--- config.mk ---
export PLATFORM = sky130hd
export DESIGN_NAME = reset_status_reg
export DESIGN_NICKNAME = d
export VERILOG_FILES = /design/src/rtl/rsr_pkg.sv /design/src/rtl/rsr_flag_bank.sv /design/src/rtl/rsr_timed_guard.sv /design/src/rtl/reset_status_reg.sv
export SDC_FILE = /design/constraint.sdc
export NUM_CORES = 1
export LEC_CHECK = 0
export ABC_AREA = 0
export BUFFER_PORTS_ARGS = -buffer_cell sky130_fd_sc_hd__buf_2
export CAP_MARGIN = 30
export CORE_MARGIN = 2
export CORE_UTILIZATION = 41
export DETAILED_ROUTE_END_ITERATION = 12
export PLACE_DENSITY = 0.75
export SLEW_MARGIN = 30
export SYNTH_ARGS = -nofsm -noshare
export SYNTH_HDL_FRONTEND = slang
export SYNTH_SLANG_ARGS = --single-unit
--- constraint.sdc ---
create_clock -name clk -period 1.3 [get_ports clk]
set_input_delay 0.065 -clock clk [delete_from_list [all_inputs] [get_ports clk]]
set_output_delay 0.065 -clock clk [all_outputs]
set_load 0.01 [all_outputs]
--- src/rtl/rsr_pkg.sv ---
package rsr_pkg;
    localparam int REG_W     = 8;
    localparam int NUM_FLAGS = 5;
    localparam int DIS_BIT   = 7;
    localparam int IDX_POR   = 0;
    localparam int IDX_EXT   = 1;
    localparam int IDX_BOR   = 2;
    localparam int IDX_WDT   = 3;
    localparam int IDX_DBG   = 4;

    typedef logic [NUM_FLAGS-1:0] flag_vec_t;
    typedef logic [REG_W-1:0]     reg_word_t;

    localparam flag_vec_t FLAGS_AT_POR = flag_vec_t'(1) << IDX_POR;
endpackage

--- src/rtl/rsr_flag_bank.sv ---
module rsr_flag_bank
    import rsr_pkg::*;
(
    input  logic      clk,
    input  logic      por_n,
    input  logic      wr,
    input  flag_vec_t keep_mask,
    input  flag_vec_t evt,
    output flag_vec_t flags_q
);
    typedef struct packed {
        flag_vec_t flags;
    } bank_state_t;

    bank_state_t st_d, st_q;

    always_comb begin
        st_d = st_q;
        for (int k = 0; k < NUM_FLAGS; k++) begin
            if (wr && !keep_mask[k]) st_d.flags[k] = 1'b0;
            if (evt[k])              st_d.flags[k] = 1'b1;
        end
    end

    always_ff @(posedge clk or negedge por_n) begin
        if (!por_n) st_q.flags <= FLAGS_AT_POR;
        else        st_q       <= st_d;
    end

    assign flags_q = st_q.flags;

    // after reset the power-on flag can never be set again
    a_r1_por_flag_no_rise: assert property (@(posedge clk) disable iff (!por_n)
        !$rose(flags_q[IDX_POR]));

    for (genvar k = 0; k < NUM_FLAGS; k++) begin : g_flag_chk
        // an event leaves its flag set
        a_r3_event_sets: assert property (@(posedge clk) disable iff (!por_n)
            evt[k] |=> flags_q[k]);
        // a zero written without a competing event clears the flag
        a_r4_zero_clears: assert property (@(posedge clk) disable iff (!por_n)
            (wr && !keep_mask[k] && !evt[k]) |=> !flags_q[k]);
        // a one written and no event leaves the flag unchanged
        a_r4_one_keeps: assert property (@(posedge clk) disable iff (!por_n)
            (wr && keep_mask[k] && !evt[k]) |=> $stable(flags_q[k]));
    end
endmodule

--- src/rtl/rsr_timed_guard.sv ---
module rsr_timed_guard #(
    parameter int WINDOW = 4
) (
    input  logic clk,
    input  logic por_n,
    input  logic wr,
    input  logic wbit,
    output logic dis_q
);
    localparam int CNT_W = $clog2(WINDOW + 1);
    localparam logic [CNT_W-1:0] CNT_LAST = CNT_W'(WINDOW);
    localparam logic [CNT_W-1:0] CNT_ONE  = CNT_W'(1);

    typedef struct packed {
        logic             armed;
        logic             val;
        logic [CNT_W-1:0] cnt;
        logic             dis;
    } guard_state_t;

    guard_state_t st_d, st_q;

    always_comb begin
        st_d = st_q;
        if (st_q.armed) begin
            if (st_q.cnt == CNT_LAST) begin
                st_d.armed = 1'b0;
                st_d.cnt   = '0;
            end else begin
                st_d.cnt = st_q.cnt + CNT_ONE;
            end
        end
        if (wr) begin
            if (st_q.armed && (wbit == st_q.val)) begin
                st_d.dis   = wbit;
                st_d.armed = 1'b0;
                st_d.cnt   = '0;
            end else begin
                st_d.armed = 1'b1;
                st_d.val   = wbit;
                st_d.cnt   = CNT_ONE;
            end
        end
    end

    always_ff @(posedge clk or negedge por_n) begin
        if (!por_n) st_q <= '0;
        else        st_q <= st_d;
    end

    assign dis_q = st_q.dis;

    // a write that only opens the window keeps the bit
    a_r6_single_write_holds: assert property (@(posedge clk) disable iff (!por_n)
        (wr && !st_q.armed) |=> $stable(dis_q));
    // the bit moves only right after a write
    a_r7_change_needs_write: assert property (@(posedge clk) disable iff (!por_n)
        !$stable(dis_q) |-> $past(wr));
    // the window count never passes its limit
    a_r8_window_bounded: assert property (@(posedge clk) disable iff (!por_n)
        st_q.cnt <= CNT_LAST);
    // a mismatching write keeps the bit
    a_r9_mismatch_holds: assert property (@(posedge clk) disable iff (!por_n)
        (wr && st_q.armed && (wbit != st_q.val)) |=> $stable(dis_q));
endmodule

--- src/rtl/reset_status_reg.sv ---
module reset_status_reg
    import rsr_pkg::*;
#(
    parameter int WINDOW = 4
) (
    input  logic        clk,
    input  logic        por_n,
    input  logic        sel,
    input  logic        wr_en,
    input  logic [7:0]  wdata,
    output logic [7:0]  rdata,
    input  logic        fuse_dbg_en,
    input  logic        ext_rst_evt,
    input  logic        bor_evt,
    input  logic        wdt_evt,
    input  logic        dbg_rst_evt,
    output logic        dbg_if_en,
    output logic [4:0]  rst_flags
);
    logic      wr;
    logic      dis;
    flag_vec_t flags;
    flag_vec_t evt;
    reg_word_t view;

    assign wr = sel & wr_en;

    always_comb begin
        evt          = '0;
        evt[IDX_EXT] = ext_rst_evt;
        evt[IDX_BOR] = bor_evt;
        evt[IDX_WDT] = wdt_evt;
        evt[IDX_DBG] = dbg_rst_evt;
    end

    rsr_flag_bank u_flags (
        .clk       (clk),
        .por_n     (por_n),
        .wr        (wr),
        .keep_mask (wdata[NUM_FLAGS-1:0]),
        .evt       (evt),
        .flags_q   (flags)
    );

    rsr_timed_guard #(.WINDOW(WINDOW)) u_guard (
        .clk   (clk),
        .por_n (por_n),
        .wr    (wr),
        .wbit  (wdata[DIS_BIT]),
        .dis_q (dis)
    );

    always_comb begin
        view                  = '0;
        view[NUM_FLAGS-1:0]   = flags;
        view[DIS_BIT]         = dis;
    end

    assign rdata     = sel ? view : '0;
    assign dbg_if_en = fuse_dbg_en & ~dis;
    assign rst_flags = flags;

    // a set disable bit always blocks the debug port
    a_r5_disabled_blocks: assert property (@(posedge clk) disable iff (!por_n)
        dis |-> !dbg_if_en);
    // reserved bits read zero even right after ones are written there
    a_r2_reserved_zero: assert property (@(posedge clk) disable iff (!por_n)
        (wr && (wdata[6:5] != 2'b00)) |=> (rdata[6:5] == 2'b00));
    // an unselected strobe changes nothing
    a_r10_unselected_inert: assert property (@(posedge clk) disable iff (!por_n)
        (!sel && !ext_rst_evt && !bor_evt && !wdt_evt && !dbg_rst_evt) |=>
            ($stable(flags) && $stable(dis)));
endmodule

Word level (Yosys, flattened, before mapping)
Index checks and enable logic that the tools add are counted.

cells by class
  div/mod/pow operators = 0
  shift operators = 0
  reduce and logical (&&, ||, !) cells = 18
  bitwise gates (word level) = 4
  $lt $le $gt $ge = 0
  multipliers = 0
  equal/unequal tests = 2
  add/subtract/negate cells = 1
  mux-type cells = 18

operators by type and width
  cell                   number
  $mux W1                14
  $reduce_bool A2 Y1     5
  $mux W8                1
  $logic_and A1 B1 Y1    6
  $mux W3                2
  $mux W6                1
  $logic_not A1 Y1       5
  $reduce_and A2 Y1      2
  $add A3 B1 Y3 const B  1
  $eq A3 B3 Y1 const B   1
  $and A1 B1 Y1          2
  $not A1 Y1             2
  $eq A1 B1 Y1           1

storage, ports and cells
  memories = 0
  ROM bits = 0
  RAM bits = 0
  bits in registers = 11
  latch bits = 0

Longest topological paths before layout
  word-level depth = 4
  mapped depth = 5
  depth with buffers taken out = 5

Modules after synthesis
From an unflattened synthesis, not the netlist that was laid out.

second synthesis, totals
  cells, all modules = 57
  area, all modules = 574.3 sq um

modules (own cells, without submodules)
  module            seq. area each (sq um)  area an instance (sq um)  times used  cells each
  rsr_timed_guard   150.1                   310.3                     1           31
  rsr_flag_bank     126.4                   195.2                     1           15
  reset_status_reg  0.0                     68.8                      1           11

Least setup slack after synthesis
No wires, ideal clock.

  path kind = reg-to-reg
  start point = register u_guard.st_q[4] (netlist bit)
  end point = register u_guard.st_q, in the netlist u_guard.dis_q
  slack = 0.191 ns
  required time = 1.172 ns
  library setup time = 0.128 ns
  data arrival time = 0.982 ns
  clock period less this slack = 1.109 ns
  stages on the path, launching flop included = 4
  cells stage by stage = dfrtp_1 > xor2_1 > nor2_1 > mux2_1

on the way
  cells in the longest elaborated chain, start to end = 3

ends and longest elaborated chain
  item                                RTL line               RTL
  start, declared                     rsr_timed_guard.sv:21  guard_state_t st_d, st_q;
  start signal, assigned              rsr_timed_guard.sv:48  else st_q <= st_d;
  $eq A1 B1 Y1                        rsr_timed_guard.sv:34  if (st_q.armed && (wbit == st_q.val)) begin
  $logic_and A1 B1 Y1                 rsr_timed_guard.sv:34
  $reduce_and A2 Y1 (no source line)  n/a

No other way between the ends.
A chain may end at the register's enable or synchronous reset.

Worst setup path in the final report
Ends and elaborated chain as after synthesis.

==> results.md <==
- run status: finished clean
- Multi-input gate area: 249 µm²
- endpoint kind of the worst setup timing path: flip-flop
- post-CTS setup-driven buffer insertion count: 0
- number of antenna violations at the first check in global routing: 0
- reported max-cap violation count: 0
- Worst Setup Path Type: reg2reg
- Pwr Density: 1440 mW/mm²
- Worst Clk Skew: 2.42 ps
- maximum ir drop on the vdd rail: 0.795 mV
- Area Overhead vs Synth: 37.6%
- CTS tree: done
- Inserted Diodes: 0
- Ports: 31
- Worst Path Arrival: 1310 ps
- WL/cell: 12.1 µm
- top-area cell type share of the netlist area: 0.456
- Leakage Power: 0.370 nW
- Via Count: 493
- cell count after synthesis: 55
- dominant cell type by area after synthesis: sky130_fd_sc_hd__dfrtp_1
- sum of negative setup slack: 0 ps
- Initial Util: 0.433
- Die Wd: 40.6 µm
- stage delay of the slowest cell on the critical path: 380 ps
- core area: 0.00127 mm²
- via count of the first global-routing pass: 455
- first drt pass iteration count: 4
- total global routing track utilization: 0.185
- fraction of final layout cells sized beyond drive strength 1: 0.364
- combined flip-flop and latch cell area: 277 µm²
- Min-Delay Path Class: in2reg
- final design area excluding fillers: 756 µm²
- count of nets after finishing: 108
- post-detail-place hpwl: 857 µm
- slowest library cell on the worst path: sky130_fd_sc_hd__dfrtp_1
- minimum clock period after layout: 1160 ps
- post-CTS clock slew at the launch and capture registers of the worst setup and hold paths: 70 ps
- Iter 0 DRT Violations: 7
- Max Fclk: 859 MHz
- largest net degree at the start of global routing: 13
- buffers from clock root to sink, at most: 2
- post-route fraction of the period consumed by the critical path: 0.895
- post-synthesis instance area: 549 µm²
- cells taking the most area after synthesis: sky130_fd_sc_hd__dfrtp_1 (46%), sky130_fd_sc_hd__and2_1 (6.8%), sky130_fd_sc_hd__dfstp_2 (4.8%)
- antenna-violating nets left: 0
- total DRC errors in the routed layout: 0
- critical path data required time: 1450 ps
- count of unique library cells instantiated by Yosys: 22
- count of yosys warnings during synthesis: 0
- Die Span Y: 40.6 µm
- clock latency at the later pin of the worst-skew pair: 260 ps
- die footprint: 0.00165 mm²
- standard cell area after detailed placement: 689 µm²
- library cell used as clock root buffer: sky130_fd_sc_hd__clkbuf_4
- overflow left after global routing: 0
- number of buffers inserted by port buffering: 26
- sequential element share of the synthesized area: 0.503
- peak fanout along the critical path: 2
- final routed wirelength across all metal layers: 1240 µm
- first-pass GRT wire length: 1950 µm
- total CTS buffers: 3
- Clock H-tree levels: 1
- ordered list of cells on the worst path: xor2_1 > nor2_1 > mux2_1
- number of vias per cell after detailed routing: 4.79
- count of endpoints failing hold in the final timing report: 0
- Max Slew Vio Count: 0
- synthesized area divided by synthesized cell count: 9.99 µm²
- RSZ-0062 raised after global routing: false
- number of buffer and inverter instances along the worst setup path: 0
- post-synthesis sequential element count: 11
- setup-violating endpoint count in the final report: 0
- fill cell instance count of the final layout: 117
- CTS Sinks: 11
- post-route worst setup slack: 136 ps
- Placement Setup Slack: 145 ps
- cell type group with the largest total delay on the critical path: flip-flops
- number of cell rows: 13
- startpoint type of the worst setup path: flip-flop
- Final GP Congestion: 0.695
## kinds of logic (layout without fill, tap and decap cells)
logic type,after synthesis,after routing,share of synthesized area
simple gates,20,20,0.207
other cells,1,2,0.00683
buf+inv,5,37,0.0501
mux,2,2,0.0410
fa+ha+maj,2,2,0.0456
flops,11,11,0.503
xor+xnor,1,1,0.0159
compound gates,13,13,0.130
## cell usage in the layout (no fill, tap or decap), drive strengths merged
master and instances:
a21oi 5, nand2 3, buf 27, o211ai 1
nand2b 4, a31oi 1, clkbuf 4, dlygate4sd3 4
nand3 3, dfstp 1, mux2 2, nor2b 2
dfrtp 10, o21ai 5, o21a 1, inv 2
conb 2, xor2 1, nor2 1, and2 6
ha 2, and3b 1
## path summary, 6_finish.rpt
path,end,cells past startpoint,from,slack (ps)
max reg2reg,u_guard.dis_q$_DFFE_PN0P_,3,u_guard.st_q[4]$_DFFE_PN0P_,140
max,u_guard.dis_q$_DFFE_PN0P_,3,u_guard.st_q[4]$_DFFE_PN0P_,140
min in group asynchronous,u_guard.st_q[2]$_DFFE_PN0P_,2,por_n,190
min reg2reg,u_flags.flags_q[0]$_DFFE_PN1P_,1,u_flags.flags_q[0]$_DFFE_PN1P_,470
max in group asynchronous,u_flags.flags_q[0]$_DFFE_PN1P_,2,por_n,840
min,u_flags.flags_q[2]$_DFFE_PN0P_,2,bor_evt,5
## cell type report
| cell class | instances | share of cell area |
|---|---|---|
| sequential | 11 | 0.366 |
| multi-input combinational | 40 | 0.329 |
| timing repair buffer | 31 | 0.235 |
| clock buffer | 4 | 0.0348 |
| tap | 15 | 0.0248 |
| inverter | 2 | 0.00993 |
## cell usage after synthesis
cell                       count
sky130_fd_sc_hd__nor2_1        1
sky130_fd_sc_hd__o21a_1        1
sky130_fd_sc_hd__dfrtp_1      10
sky130_fd_sc_hd__nand2b_1      4
sky130_fd_sc_hd__buf_4         2
sky130_fd_sc_hd__nor2b_1       2
sky130_fd_sc_hd__xor2_1        1
sky130_fd_sc_hd__inv_1         2
sky130_fd_sc_hd__dfstp_2       1
sky130_fd_sc_hd__clkbuf_2      1
sky130_fd_sc_hd__o21ai_0       5
sky130_fd_sc_hd__mux2_2        1
sky130_fd_sc_hd__ha_1          2
sky130_fd_sc_hd__nand3_1       3
sky130_fd_sc_hd__and2_1        6
sky130_fd_sc_hd__a21oi_1       5
sky130_fd_sc_hd__mux2_1        1
sky130_fd_sc_hd__a31oi_1       1
sky130_fd_sc_hd__o211ai_1      1
sky130_fd_sc_hd__conb_1        1
sky130_fd_sc_hd__nand2_1       3
sky130_fd_sc_hd__and3b_1       1
## worst register-to-register path: stages (launching register included)
cell	delay (ps)
sky130_fd_sc_hd__dfrtp_1	380
sky130_fd_sc_hd__xor2_1	170
sky130_fd_sc_hd__nor2_1	170
sky130_fd_sc_hd__mux2_1	330
## state kept, by name (all words and copies together), names as in the netlist
name,flops
u_guard.st_q,5
u_guard.dis_q,1
u_flags.flags_q,5
## layer usage
layer | wire, µm | track usage
met3 | 86 | 0.0167
met1 | 518 | 0.234
met4 | 0 | 0.0500
met2 | 637 | 0.329
met5 | 0 | 0
## report_power, final
part           switching [mW]  internal (mW)
clock                   0.114          0.119
combinational           0.185          0.187
sequential             0.0577          0.429
## per-stage QoR
step | std cells | hold slack (ps) | util | total power [mW]
4_1_cts | 103 | 5.87 | 0.596 | 1.10
2_1_floorplan | 56 | -231 | - | 0.727
3_5_place_dp | 95 | -52.1 | 0.543 | 0.860
6_report | 103 | 5.31 | 0.596 | 1.09
3_3_place_gp | 95 | -50.7 | 0.543 | 0.836
5_1_grt | 103 | 6.66 | 0.596 | 1.18
## repair_timing
action                                  4_1_cts  5_1_grt
endpoints found under the setup margin        0        0
endpoints found under the hold margin        14        0
hold buffers                                  4        0
resized for setup                             0        0
Note: power is estimated with default switching activity, not from simulation.
